[src/rtl/i2c_hs_pkg.sv]
package i2c_hs_pkg;
  typedef enum logic [2:0] {
    ST_IDLE,
    ST_RXB,
    ST_ACK,
    ST_TXB,
    ST_TXACK,
    ST_WAIT
  } hs_state_e;

  localparam int unsigned BYTE_W = 8;
  localparam int unsigned ADDR_W = 7;
  // upper five bits of a high-speed master code
  localparam logic [4:0] MCODE_HI = 5'b00001;
endpackage

[src/rtl/i2c_hs_sync.sv]
module i2c_hs_sync #(
  parameter int unsigned W      = 2,
  parameter int unsigned STAGES = 2
) (
  input  logic         clk_i,
  input  logic         rst_ni,
  input  logic [W-1:0] d_i,
  output logic [W-1:0] q_o
);
  logic [STAGES-1:0][W-1:0] pipe_q;

  generate
    if (STAGES == 1) begin : g_one
      always_ff @(posedge clk_i or negedge rst_ni) begin
        if (!rst_ni) pipe_q <= '1;
        else         pipe_q <= d_i;
      end
    end else begin : g_many
      always_ff @(posedge clk_i or negedge rst_ni) begin
        if (!rst_ni) pipe_q <= '1;
        else         pipe_q <= {pipe_q[STAGES-2:0], d_i};
      end
    end
  endgenerate

  assign q_o = pipe_q[STAGES-1];
endmodule

[src/rtl/i2c_hs_cond.sv]
module i2c_hs_cond (
  input  logic clk_i,
  input  logic rst_ni,
  input  logic scl_i,
  input  logic sda_i,
  output logic start_o,
  output logic stop_o,
  output logic rise_o,
  output logic fall_o
);
  logic scl_q, sda_q;

  always_ff @(posedge clk_i or negedge rst_ni) begin
    if (!rst_ni) begin
      scl_q <= 1'b1;
      sda_q <= 1'b1;
    end else begin
      scl_q <= scl_i;
      sda_q <= sda_i;
    end
  end

  // SDA edges count as conditions only with SCL high on both samples
  assign start_o = scl_i & scl_q &  sda_q & ~sda_i;
  assign stop_o  = scl_i & scl_q & ~sda_q &  sda_i;
  assign rise_o  =  scl_i & ~scl_q;
  assign fall_o  = ~scl_i &  scl_q;
endmodule

[src/rtl/i2c_hs_slave.sv]
module i2c_hs_slave
  import i2c_hs_pkg::*;
#(
  parameter int unsigned SYNC_STAGES = 2
) (
  input  logic              clk_i,
  input  logic              rst_ni,
  input  logic [ADDR_W-1:0] cfg_addr_i,
  input  logic              cfg_hs_en_i,
  input  logic              scl_i,
  input  logic              sda_i,
  output logic              sda_oe_o,
  output logic              hs_mode_o,
  output logic [BYTE_W-1:0] rx_data_o,
  input  logic              rx_rd_i,
  input  logic [BYTE_W-1:0] tx_data_i,
  input  logic              tx_wr_i,
  input  logic              stat_rd_i,
  output logic              rxrdy_o,
  output logic              txrdy_o,
  output logic              ovr_o,
  output logic              udr_o
);
  localparam int unsigned CNT_W = $clog2(BYTE_W + 1);

  logic [1:0] pins, pins_s;
  logic       scl_s, sda_s;
  logic       start_det, stop_det, scl_rise, scl_fall;

  assign pins = {scl_i, sda_i};

  i2c_hs_sync #(.W(2), .STAGES(SYNC_STAGES)) u_sync (
    .clk_i (clk_i),
    .rst_ni(rst_ni),
    .d_i   (pins),
    .q_o   (pins_s)
  );

  assign scl_s = pins_s[1];
  assign sda_s = pins_s[0];

  i2c_hs_cond u_cond (
    .clk_i  (clk_i),
    .rst_ni (rst_ni),
    .scl_i  (scl_s),
    .sda_i  (sda_s),
    .start_o(start_det),
    .stop_o (stop_det),
    .rise_o (scl_rise),
    .fall_o (scl_fall)
  );

  hs_state_e         state_q;
  logic [CNT_W-1:0]  cnt_q;
  logic [BYTE_W-1:0] rsh_q, tsh_q, rx_hold_q, tx_hold_q;
  logic              addr_ph_q, rw_q, mack_q, mc_seen_q, hs_q, oe_q;
  logic              rxrdy_q, txrdy_q, ovr_q, udr_q;

  // effective transmit register view, a same-cycle write counts
  logic              ld_empty;
  logic [BYTE_W-1:0] ld_byte;
  assign ld_empty = txrdy_q & ~tx_wr_i;
  assign ld_byte  = tx_wr_i ? tx_data_i : tx_hold_q;

  always_ff @(posedge clk_i or negedge rst_ni) begin
    if (!rst_ni) begin
      state_q   <= ST_IDLE;
      cnt_q     <= '0;
      rsh_q     <= '0;
      tsh_q     <= '1;
      rx_hold_q <= '0;
      tx_hold_q <= '0;
      addr_ph_q <= 1'b0;
      rw_q      <= 1'b0;
      mack_q    <= 1'b0;
      mc_seen_q <= 1'b0;
      hs_q      <= 1'b0;
      oe_q      <= 1'b0;
      rxrdy_q   <= 1'b0;
      txrdy_q   <= 1'b1;
      ovr_q     <= 1'b0;
      udr_q     <= 1'b0;
    end else begin
      if (rx_rd_i) rxrdy_q <= 1'b0;
      if (tx_wr_i) begin
        tx_hold_q <= tx_data_i;
        txrdy_q   <= 1'b0;
      end
      if (stat_rd_i) begin
        ovr_q <= 1'b0;
        udr_q <= 1'b0;
      end

      if (stop_det) begin
        state_q   <= ST_IDLE;
        oe_q      <= 1'b0;
        hs_q      <= 1'b0;
        mc_seen_q <= 1'b0;
      end else if (start_det) begin
        if (mc_seen_q) hs_q <= 1'b1;
        state_q   <= ST_RXB;
        addr_ph_q <= 1'b1;
        cnt_q     <= '0;
        oe_q      <= 1'b0;
      end else begin
        unique case (state_q)
          ST_RXB: begin
            if (scl_rise && cnt_q != CNT_W'(BYTE_W)) begin
              rsh_q <= {rsh_q[BYTE_W-2:0], sda_s};
              cnt_q <= cnt_q + 1'b1;
            end else if (scl_fall && cnt_q == CNT_W'(BYTE_W)) begin
              if (addr_ph_q) begin
                addr_ph_q <= 1'b0;
                if (cfg_hs_en_i && !hs_q && rsh_q[7:3] == MCODE_HI) begin
                  mc_seen_q <= 1'b1;
                  state_q   <= ST_WAIT;
                end else if (rsh_q[7:1] == cfg_addr_i) begin
                  rw_q    <= rsh_q[0];
                  oe_q    <= 1'b1;
                  state_q <= ST_ACK;
                end else begin
                  state_q <= ST_WAIT;
                end
              end else begin
                if (rxrdy_q && !rx_rd_i) begin
                  ovr_q <= 1'b1;
                end else begin
                  rx_hold_q <= rsh_q;
                  rxrdy_q   <= 1'b1;
                end
                oe_q    <= 1'b1;
                state_q <= ST_ACK;
              end
            end
          end
          ST_ACK: begin
            if (scl_fall) begin
              cnt_q <= '0;
              if (rw_q) begin
                if (ld_empty) begin
                  udr_q <= 1'b1;
                  tsh_q <= '1;
                  oe_q  <= 1'b0;
                end else begin
                  tsh_q   <= ld_byte;
                  oe_q    <= ~ld_byte[BYTE_W-1];
                  txrdy_q <= 1'b1;
                end
                state_q <= ST_TXB;
              end else begin
                oe_q    <= 1'b0;
                state_q <= ST_RXB;
              end
            end
          end
          ST_TXB: begin
            if (scl_fall) begin
              if (cnt_q == CNT_W'(BYTE_W - 1)) begin
                oe_q    <= 1'b0;
                state_q <= ST_TXACK;
              end else begin
                tsh_q <= {tsh_q[BYTE_W-2:0], 1'b1};
                oe_q  <= ~tsh_q[BYTE_W-2];
                cnt_q <= cnt_q + 1'b1;
              end
            end
          end
          ST_TXACK: begin
            if (scl_rise) begin
              mack_q <= ~sda_s;
            end else if (scl_fall) begin
              if (mack_q) begin
                cnt_q <= '0;
                if (ld_empty) begin
                  udr_q <= 1'b1;
                  tsh_q <= '1;
                  oe_q  <= 1'b0;
                end else begin
                  tsh_q   <= ld_byte;
                  oe_q    <= ~ld_byte[BYTE_W-1];
                  txrdy_q <= 1'b1;
                end
                state_q <= ST_TXB;
              end else begin
                state_q <= ST_WAIT;
              end
            end
          end
          default: ;
        endcase
      end
    end
  end

  assign sda_oe_o  = oe_q;
  assign hs_mode_o = hs_q;
  assign rx_data_o = rx_hold_q;
  assign rxrdy_o   = rxrdy_q;
  assign txrdy_o   = txrdy_q;
  assign ovr_o     = ovr_q;
  assign udr_o     = udr_q;
endmodule

[config.mk]
export PLATFORM = sky130hd
export DESIGN_NAME = i2c_hs_slave
export DESIGN_NICKNAME = d
export VERILOG_FILES = /design/src/rtl/i2c_hs_pkg.sv /design/src/rtl/i2c_hs_sync.sv /design/src/rtl/i2c_hs_cond.sv /design/src/rtl/i2c_hs_slave.sv
export SDC_FILE = /design/constraint.sdc
export NUM_CORES = 1
export LEC_CHECK = 0
export BUFFER_PORTS_ARGS = -buffer_cell sky130_fd_sc_hd__buf_2
export CAP_MARGIN = 15
export CORE_UTILIZATION = 35
export DETAILED_ROUTE_END_ITERATION = 10
export PLACE_DENSITY_LB_ADDON = 0.2
export SETUP_SLACK_MARGIN = 0.1
export SYNTH_ARGS = -nofsm -noshare
export SYNTH_HDL_FRONTEND = slang
export SYNTH_SLANG_ARGS = --single-unit
[constraint.sdc]
create_clock -name clk_i -period 1.8 [get_ports clk_i]
set_input_delay 0.27 -clock clk_i [delete_from_list [all_inputs] [get_ports clk_i]]
set_output_delay 0.27 -clock clk_i [all_outputs]
set_load 0.01 [all_outputs]
# Word-level counts from Yosys, hierarchy flattened
# Index checks and enable logic that the tools add are counted.
# op_classes
n_eq_ne,36
addsub,1
reduce_logical,29
mux,100
n_bitwise,21
# ops
operator,n
1-bit 2-to-1 mux,63
7-bit 2-to-1 mux,8
3-bit 2-to-1 mux,13
4-bit != test (second input constant),9
4-bit 2-to-1 mux,8
3-bit != test (second input constant),7
7-bit case mux with 3 select lines,1
10-bit AND reduction,2
2-bit != test (second input constant),9
4-bit case mux with 4 select lines,1
8-bit AND reduction,2
2-bit nonzero test,8
1-bit NOT,13
3-bit case mux with 4 select lines,1
4-bit AND reduction,3
5-bit != test (second input constant),2
9-bit AND reduction,1
1-bit AND,8
8-bit 2-to-1 mux,1
7-bit == test,1
7-bit AND reduction,1
3-bit by 2-bit == test with 1-bit output (second input constant),2
6-bit AND reduction,1
6-bit nonzero test,1
15 further kinds,21
# word_totals
reg_bits,54
in_bits,23
elab_cells,207
output_inout_bits,14

# Longest topological paths before layout
# Gate-level depths: netlist (run 1).
# depth
depth_word,10
ltp_mapped,7

# Hierarchy
# Synthesis (run 1) repeated with hierarchy kept, for this count alone.
# hier_totals
cells_unflattened,231
hier_area_um2,2593.7
# modules_own_cells
mod,n_inst,area_per_inst_um2,seq_area_each_um2,cells_each
i2c_hs_slave,1,2386.0,1211.2,219
i2c_hs_sync,1,120.1,105.1,6
i2c_hs_cond,1,87.6,52.6,6

# Least setup slack after synthesis (run 1)
# Ideal clock, no wire load.
# synth_timing
path_kind,register to register
start,register cnt_q[0]
end,register cnt_q[0]
arrival_ns,1.830
t_required_ns,1.675
path_slack_ns,-0.155
path_stages_with_launch,8
cell_sequence,dfrtp_1 > inv_1 > ha_1 > and3b_1 > or4_1 > a2bb2oi_2 > nor2_2 > mux2_4
# synth_between
elab_chain_cells,5
word_cells_on_any_way,12
classes_between,1 x add/sub; 4 x eq/ne; 5 x mux; 2 x reduce/logical
# synth_rtl
element,line_no,source
"start, declared",i2c_hs_slave.sv:54,logic [CNT_W-1:0] cnt_q;
"start signal, assigned",i2c_hs_slave.sv:110,cnt_q <= cnt_q + 1'b1;
"start signal, assigned",i2c_hs_slave.sv:164,cnt_q <= cnt_q + 1'b1;
4-bit by 1-bit adder with 4-bit output,"i2c_hs_slave.sv:110, i2c_hs_slave.sv:164",
4-bit 2-to-1 mux,i2c_hs_slave.sv:158,if (cnt_q == CNT_W'(BYTE_W - 1)) begin
4-bit 2-to-1 mux,i2c_hs_slave.sv:157,if (scl_fall) begin
4-bit case mux with 4 select lines,i2c_hs_slave.sv:106,unique case (state_q)
4-bit 2-to-1 mux,i2c_hs_slave.sv:99,end else if (start_det) begin
# Several ways; a longest one is shown, not always the timed one. The select of a mux whose other input is x is not followed.
# A chain may end at the register's enable or synchronous reset.

# Final worst setup path (run 1)
# layout_timing
start,register cnt_q[0]
end,register cnt_q[1]
# Same word-level chain as after synthesis.

==> results of run 1 <==
[cell type report]
type | instances | area [um^2] | area share
Sequential cell | 54 | 1369 | 0.3980
Timing Repair Buffer | 74 | 504.2 | 0.1466
Clock buffer | 7 | 86.33 | 0.02510
Inverter | 9 | 33.78 | 0.009822
Multi-Input combinational cell | 157 | 1314 | 0.3820
Tap cell | 99 | 123.9 | 0.03601
Clock inverter | 1 | 8.758 | 0.002546
[worst reg2reg max path, delay by kind of cell, from the launching register on]
| family | cells | cell delay, ns |
|---|---|---|
| adder cells (fa/ha/maj) | 1 | 0.16 |
| AO/OA/AOI/OAI | 1 | 0.19 |
| flip-flops | 1 | 0.35 |
| multiplexers | 1 | 0.31 |
| buffers and inverters | 1 | 0.05 |
| AND/OR/NAND/NOR | 3 | 0.74 |
[path summary, 6_finish.rpt]
kind	to	slack (ns)	cells past startpoint	from
hold reg to reg	u_sync.q_o[1]$_DFF_PN1_	0.36	0	u_sync.pipe_q[1]$_DFF_PN1_
min in group asynchronous	rx_data_o[6]$_DFFE_PN0P_	0.48	3	rst_ni
max in group asynchronous	txrdy_o$_DFF_PN1_	1.02	3	rst_ni
hold / removal	u_sync.pipe_q[0]$_DFF_PN1_	0.05	1	sda_i
setup reg to reg	cnt_q[1]$_DFFE_PN0P_	-0.1	7	cnt_q[0]$_DFFE_PN0P_
setup / recovery	cnt_q[1]$_DFFE_PN0P_	-0.1	7	cnt_q[0]$_DFFE_PN0P_
[cells in the mapped netlist (2+ instances only)]
cell type,count
dfrtp_1,40
mux2_2,31
nor2_1,17
nand2_1,15
dfstp_2,14
inv_1,9
o21ai_0,8
xor2_1,8
a21oi_1,7
o22a_1,6
nand2b_1,5
nor2b_1,5
o22ai_1,5
a31oi_1,4
nand3_1,4
and3_1,3
a22o_1,2
buf_6,2
ha_1,2
mux2_4,2
o2bb2ai_1,2
or3b_2,2
[placed cells by master, fill, tap and decap left out, types with 4 or more instances in the layout]
cell type / n
o21ai_0: 8
buf_4: 32
mux2_2: 28
nand2_1: 14
o22a_1: 6
buf_2: 36
dfrtp_1: 40
clkbuf_8: 6
dfstp_2: 14
inv_1: 9
a21oi_1: 4
nor2_1: 16
mux2_4: 5
nand2b_1: 5
nand3_1: 4
a31oi_1: 4
xor2_1: 8
[what timing repair did]
| action | 4_1_cts | 5_1_grt |
|---|---|---|
| buffers inserted | 1 | 1 |
| endpoints found under the setup margin | 32 | 32 |
| hold buffers | 1 | 0 |
| cloned | 0 | 0 |
| pin swaps | 9 | 4 |
| gates resized for setup | 19 | 7 |
| hold endpoints to repair | 40 | 0 |
[state kept, by name, summed over array words and instances (netlist names), 2 cells and up]
register and flops:
rsh_q 8, rx_data_o 8, tx_hold_q 8, tsh_q 7
cnt_q 4, state_q 3, u_sync.pipe_q 2, u_sync.q_o 2
[routing by layer]
layer,part of all wire,track usage
met5,0,0
met4,0.018,0.05718
met3,0.044,0.03265
met2,0.47,0.2420
met1,0.47,0.2279
[report_power, final]
part	switching (mW)	leakage, nW	internal [mW]
Clock	0.402	0.0489	0.319
Sequential	0.231	0.666	1.54
Combinational	0.688	0.898	0.807
[kinds of logic (layout without fill, tap and decap cells)]
family / Yosys count / in the layout / synth area share
simple gates: 65 / 65 / 0.1335
mux: 34 / 34 / 0.1483
flops: 54 / 54 / 0.5217
compound gates: 48 / 48 / 0.1326
fa+ha+maj: 2 / 2 / 0.009536
buf+inv: 14 / 91 / 0.02765
xor+xnor: 8 / 8 / 0.02671
[stage by stage]
step / hold WS (ns) / std cells / setup TNS (ns) / util / power [mW]
3_3_place_gp: 0.2930 / 390 / -0.2132 / 0.4399 / 3.112
2_1_floorplan: -0.02559 / 225 / -0.2452 / - / 2.613
4_1_cts: 0.04173 / 400 / -0.3108 / 0.4677 / 3.960
5_1_grt: 0.03218 / 401 / -1.452 / 0.4742 / 4.257
6_report: 0.05253 / 401 / -0.3432 / 0.4742 / 3.984
3_5_place_dp: 0.2918 / 390 / -0.4296 / 0.4399 / 3.130
==> results.tsv, run 1 <==
metric	value	unit
crit_arrival	2.09	ns
drive_above_1_share	0.5066	
p_leak	1.613	nW
worst_slew_pin_slew	0.4565	ns
drv_cap	0	
syn_nets	250	
critical_path_required	2.00	ns
nNetsFinal	326	
cts-htree-levels	2	
path_class	reg2reg	
worstSetupStartpointType	flop	
violations	setup timing	
peakVddDrop	0.0004350	V
first_iter_violations	129	
timing.fmax	526.6	MHz
fin_crit_sh	1.055	
syn_area_per_cell	11.66	um^2
cts.clk_slew.worst_paths	0.10	ns
clockBufferDepth	2	
clock-sinks	54	
post_drt_wl_per_cell	14.28	um
maxSlewViolCount	0	
grt_max_degree	55	
post-route-drc-count	0	
synth_largest_area_cell	dfrtp_1	
synth_edf_count	0	
critPathBufInv	1	
antenna_found_initial	0	
die_y	88.58	um
coreArea	7253	um^2
yosys-top-cells-area	dfrtp_1 38%, dfstp_2 14%, mux2_2 13%	
drt-pass1-iter-count	4	
die_area	7846	um^2
fillerInstances	711	
netlist_instances	225	
cp_max_fo	3	
setup_ws	-0.09910	ns
synth_area	2624	um^2
grt_pass1_wl	9522	um
io_buffers	36	
synth-seq-cells	54	
postPlaceCellArea	3191	um^2
insertion_delay	0.30	ns
vias	2032	
slowest_stage	or4_4	
setup_viol_count_final	5	
clockRootBuffer	clkbuf_8	
vias_per_cell	5.067	
crit_chain	inv_1 > ha_2 > and3b_1 > or4_4 > a2bb2oi_4 > nor2_4 > mux2_4	
place.detailed.hpwl	4118	um
io_pins	37	
async_flop_share	1.000	
power_density	1158	nW/um^2
pre_cts_ws	-0.1646	ns
cts_buffers	5	
start_util	0.3617	
drt-total-wl	5725	um
area_delta_synth_final	31.09	%
die_w	88.58	um
tritoncts	yes	
grt_pass1_vias	1956	
status	complete, but fails checks	
cpPeakStageDelay	0.50	ns
row_count	31	
antenna_cells	0	
post-route-cell-area	3440	um^2
hold_violations	0	
skew	0.005533	ns
synth_top_cell_area_share	0.3815	
overflow	0	
cp_top_family	simple AND/OR/NAND/NOR gates	
slew_headroom	0.6946	
rsz0062_at_grt	true	
grtUsageTotal	0.1602	
hp-class	in2reg	
seq_area_frac_synth	0.5217	
crit_path_end_kind	flop	
postRouteAntennaNets	0	
yosys_most_used_dff	dfrtp_1	
yosysUniqueCellTypes	54	
place_congestion	0.8878	
timing.final.crit_period	1.899	ns
yosysWarnings	0	
No activity file was read; power rests on OpenSTA's default activity.
==> inputs of run 2 (changes only) <==
Settings changed: SYNTH_HIERARCHICAL from default to 1.
==> results.tsv, run 2 <==
metric	value	unit	change
grtUsageMet2	0.2629		+0.02090
synthAdderAreaFrac	0.009648		+0.0001104
pre_cts_ws	-0.2527	ns	-0.08810 ns
crit_path_end_kind	flop		
drt-total-wl	5802	um	+1.3%
yosys-mux-area-fraction	0.1240		-0.02433
timing.fmax	491.8	MHz	-6.6%
drt-pass1-iter-count	4		unchanged
synth_common_cells	40 x dfrtp_1, 21 x nand2_1, 17 x mux2_2		
clockBufferDepth	2		unchanged
utilization	0.4932		+0.01903
setup_ws	-0.2333	ns	-0.1342 ns
place.detailed.hpwl	4063	um	-1.3%
start_util	0.3595		-0.002217
clockRootBuffer	clkbuf_8		
synth_area	2594	um^2	-1.1%
seq_area_frac_synth	0.5277		+0.006040
final_common_cell	buf_4		
post_drt_wl_per_cell	13.98	um	-2.1%
p_total	4.432	mW	+11%
drive_above_1_share	0.5190		+0.01236
io_buffers	36		unchanged
yosys.area_share.simple	0.1650		+0.03145
synth-seq-cells	54		unchanged
multi_input_area	1290	um^2	-1.8%
r2r_slack	-0.23	ns	-0.13 ns
layout_common_cells	40 x buf_4, 39 x dfrtp_1, 36 x buf_2		
first_iter_violations	101		-22%
critical_path_required	2.01	ns	about the same
status	complete, but fails checks		
vias	2040		+0.39%
post-route-drc-count	0		unchanged
slew_headroom	0.7499		+0.05532
async_flop_share	1.000		unchanged
fin_crit_sh	1.130		+0.07455
timing.final.crit_period	2.033	ns	+0.1342 ns
dp_cells	395		+1.3%
vias_per_cell	4.916		-3.0%
ff_latch_area	1370	um^2	about the same
yosysUniqueCellTypes	52		-3.7%
yosys-top-cells-area	dfrtp_1 39%, dfstp_2 14%, mux2_2 7.4%		
clock-sinks	54		unchanged
io_pins	37		unchanged
yosys_most_used_dff	dfrtp_1		
p_leak	1.722	nW	+6.8%
worst_slew_pin_slew	0.3713	ns	-0.08522 ns
top_usage_layer	met2		
die_y	88.09	um	-0.56%
overflow	0		unchanged
maxSlewViolCount	0		unchanged
fin_hold_ws	0.04494	ns	-0.007587 ns
area_delta_synth_final	37.19	%	
synth_compound_area_frac	0.1105		-0.02210
die_area	7759	um^2	-1.1%
netlist_instances	231		+2.7%
fin_tns_setup	-2.750	ns	-2.407 ns
post-route-cell-area	3558	um^2	+3.5%
fillerInstances	677		-4.8%
synth_top_family_by_area	simple AND/OR/NAND/NOR gates		
grtUsageTotal	0.1628		+0.002526
nNetsFinal	340		+4.3%
setup_viol_count_final	15		+10
violations	setup timing		
antenna_cells	0		unchanged
synth_top_cell_area_share	0.3859		+0.004417
synth_edf_count	0		unchanged
tritoncts	yes		
cts_buffers	5		unchanged
hp-class	in2reg		
rsz0062_at_grt	true		
die_w	88.09	um	-0.56%
postPlaceCellArea	3178	um^2	-0.39%
drv_cap	0		unchanged
skew	0.003198	ns	-0.002335 ns
cts-htree-levels	2		unchanged
path_class	reg2reg		
yosysWarnings	6		+6
crit_arrival	2.24	ns	+0.15 ns
insertion_delay	0.31	ns	about the same
synth_largest_area_cell	dfrtp_1		
syn_nets	256		+2.4%
cp_max_fo	8		+5
antenna_found_initial	0		unchanged
synthXorXnorAreaFrac	0.02364		-0.003068
grt_max_degree	55		unchanged
hold_violations	0		unchanged
final_cells	415		+3.5%
syn_area_per_cell	11.23	um^2	-3.7%
coreArea	7214	um^2	-0.53%
yosysMostFrequentCell	dfrtp_1		
cts.clk_slew.worst_paths	0.10	ns	about the same
postRouteAntennaNets	0		unchanged
power_density	1245	nW/um^2	+7.5%
worstSetupStartpointType	flop		
use_met3	0.02922		-0.003432
row_count	31		unchanged
use_met1	0.2188		-0.009110
peakVddDrop	0.0004861	V	+12%
grt_pass1_wl	9729	um	+2.2%
place_congestion	0.8029		-9.6%
grt_pass1_vias	2052		+4.9%
## run 2: layout make-up
type | count | area share
timing repair buffer | 87 | 0.1744
inverter | 11 | 0.01160
sequential | 54 | 0.3850
tap | 99 | 0.03481
clock buffer | 5 | 0.01934
clock inverter | 3 | 0.01231
multi-input combinational | 156 | 0.3625
## run 2: logic make-up (layout without fill, tap and decap cells)
group,count (synthesis),count (layout)
fa+ha+maj,2,2
simple gates,77,77
flops,54,54
compound gates,44,44
mux,26,26
buf+inv,21,106
xor+xnor,7,7
## run 2: layer usage
| layer | up-vias | part of all wire |
|---|---|---|
| met3 | 7 | 0.024 |
| met2 | 29 | 0.46 |
| li1 | 995 | - |
| met4 | 0 | 0.014 |
| met5 | - | 0 |
| met1 | 1009 | 0.50 |
## run 2: what timing repair did
item | CTS | global route
hold buffers | 1 | 0
gates resized for setup | 27 | 20
endpoints found under the setup margin | 34 | 36
pin swaps | 13 | 10
hold endpoints to repair | 40 | 0
setup buffers | 7 | 6
## run 2: report_power, final
group	total (mW)	switching [mW]	internal, mW
registers	1.81	0.260	1.55
logic	1.79	0.817	0.968
clock network	0.833	0.416	0.417
## run 2: worst max-delay path: stages, from the launching register on
cell and delay [ns]:
dfstp_2 0.54, and4b_1 0.22, nor2_4 0.14, nand2_2 0.07, or3b_1 0.39, nand2b_4 0.23, mux2_4 0.33
## run 2: worst paths after layout
| check | from | to | cells after the start |
|---|---|---|---|
| min in group asynchronous | rst_ni | rx_data_o[2]$_DFFE_PN0P_ | 3 |
| setup / recovery | u_cond/sda_q$_DFF_PN1_ | rx_data_o[3]$_DFFE_PN0P_ | 6 |
| hold / removal | scl_i | u_sync/pipe_q[1]$_DFF_PN1_ | 1 |
| max in group asynchronous | rst_ni | tsh_q[5]$_DFFE_PN1P_ | 3 |
| hold reg to reg | u_sync/pipe_q[0]$_DFF_PN1_ | u_sync/q_o[0]$_DFF_PN1_ | 0 |
| setup reg to reg | u_cond/sda_q$_DFF_PN1_ | rx_data_o[3]$_DFFE_PN0P_ | 6 |
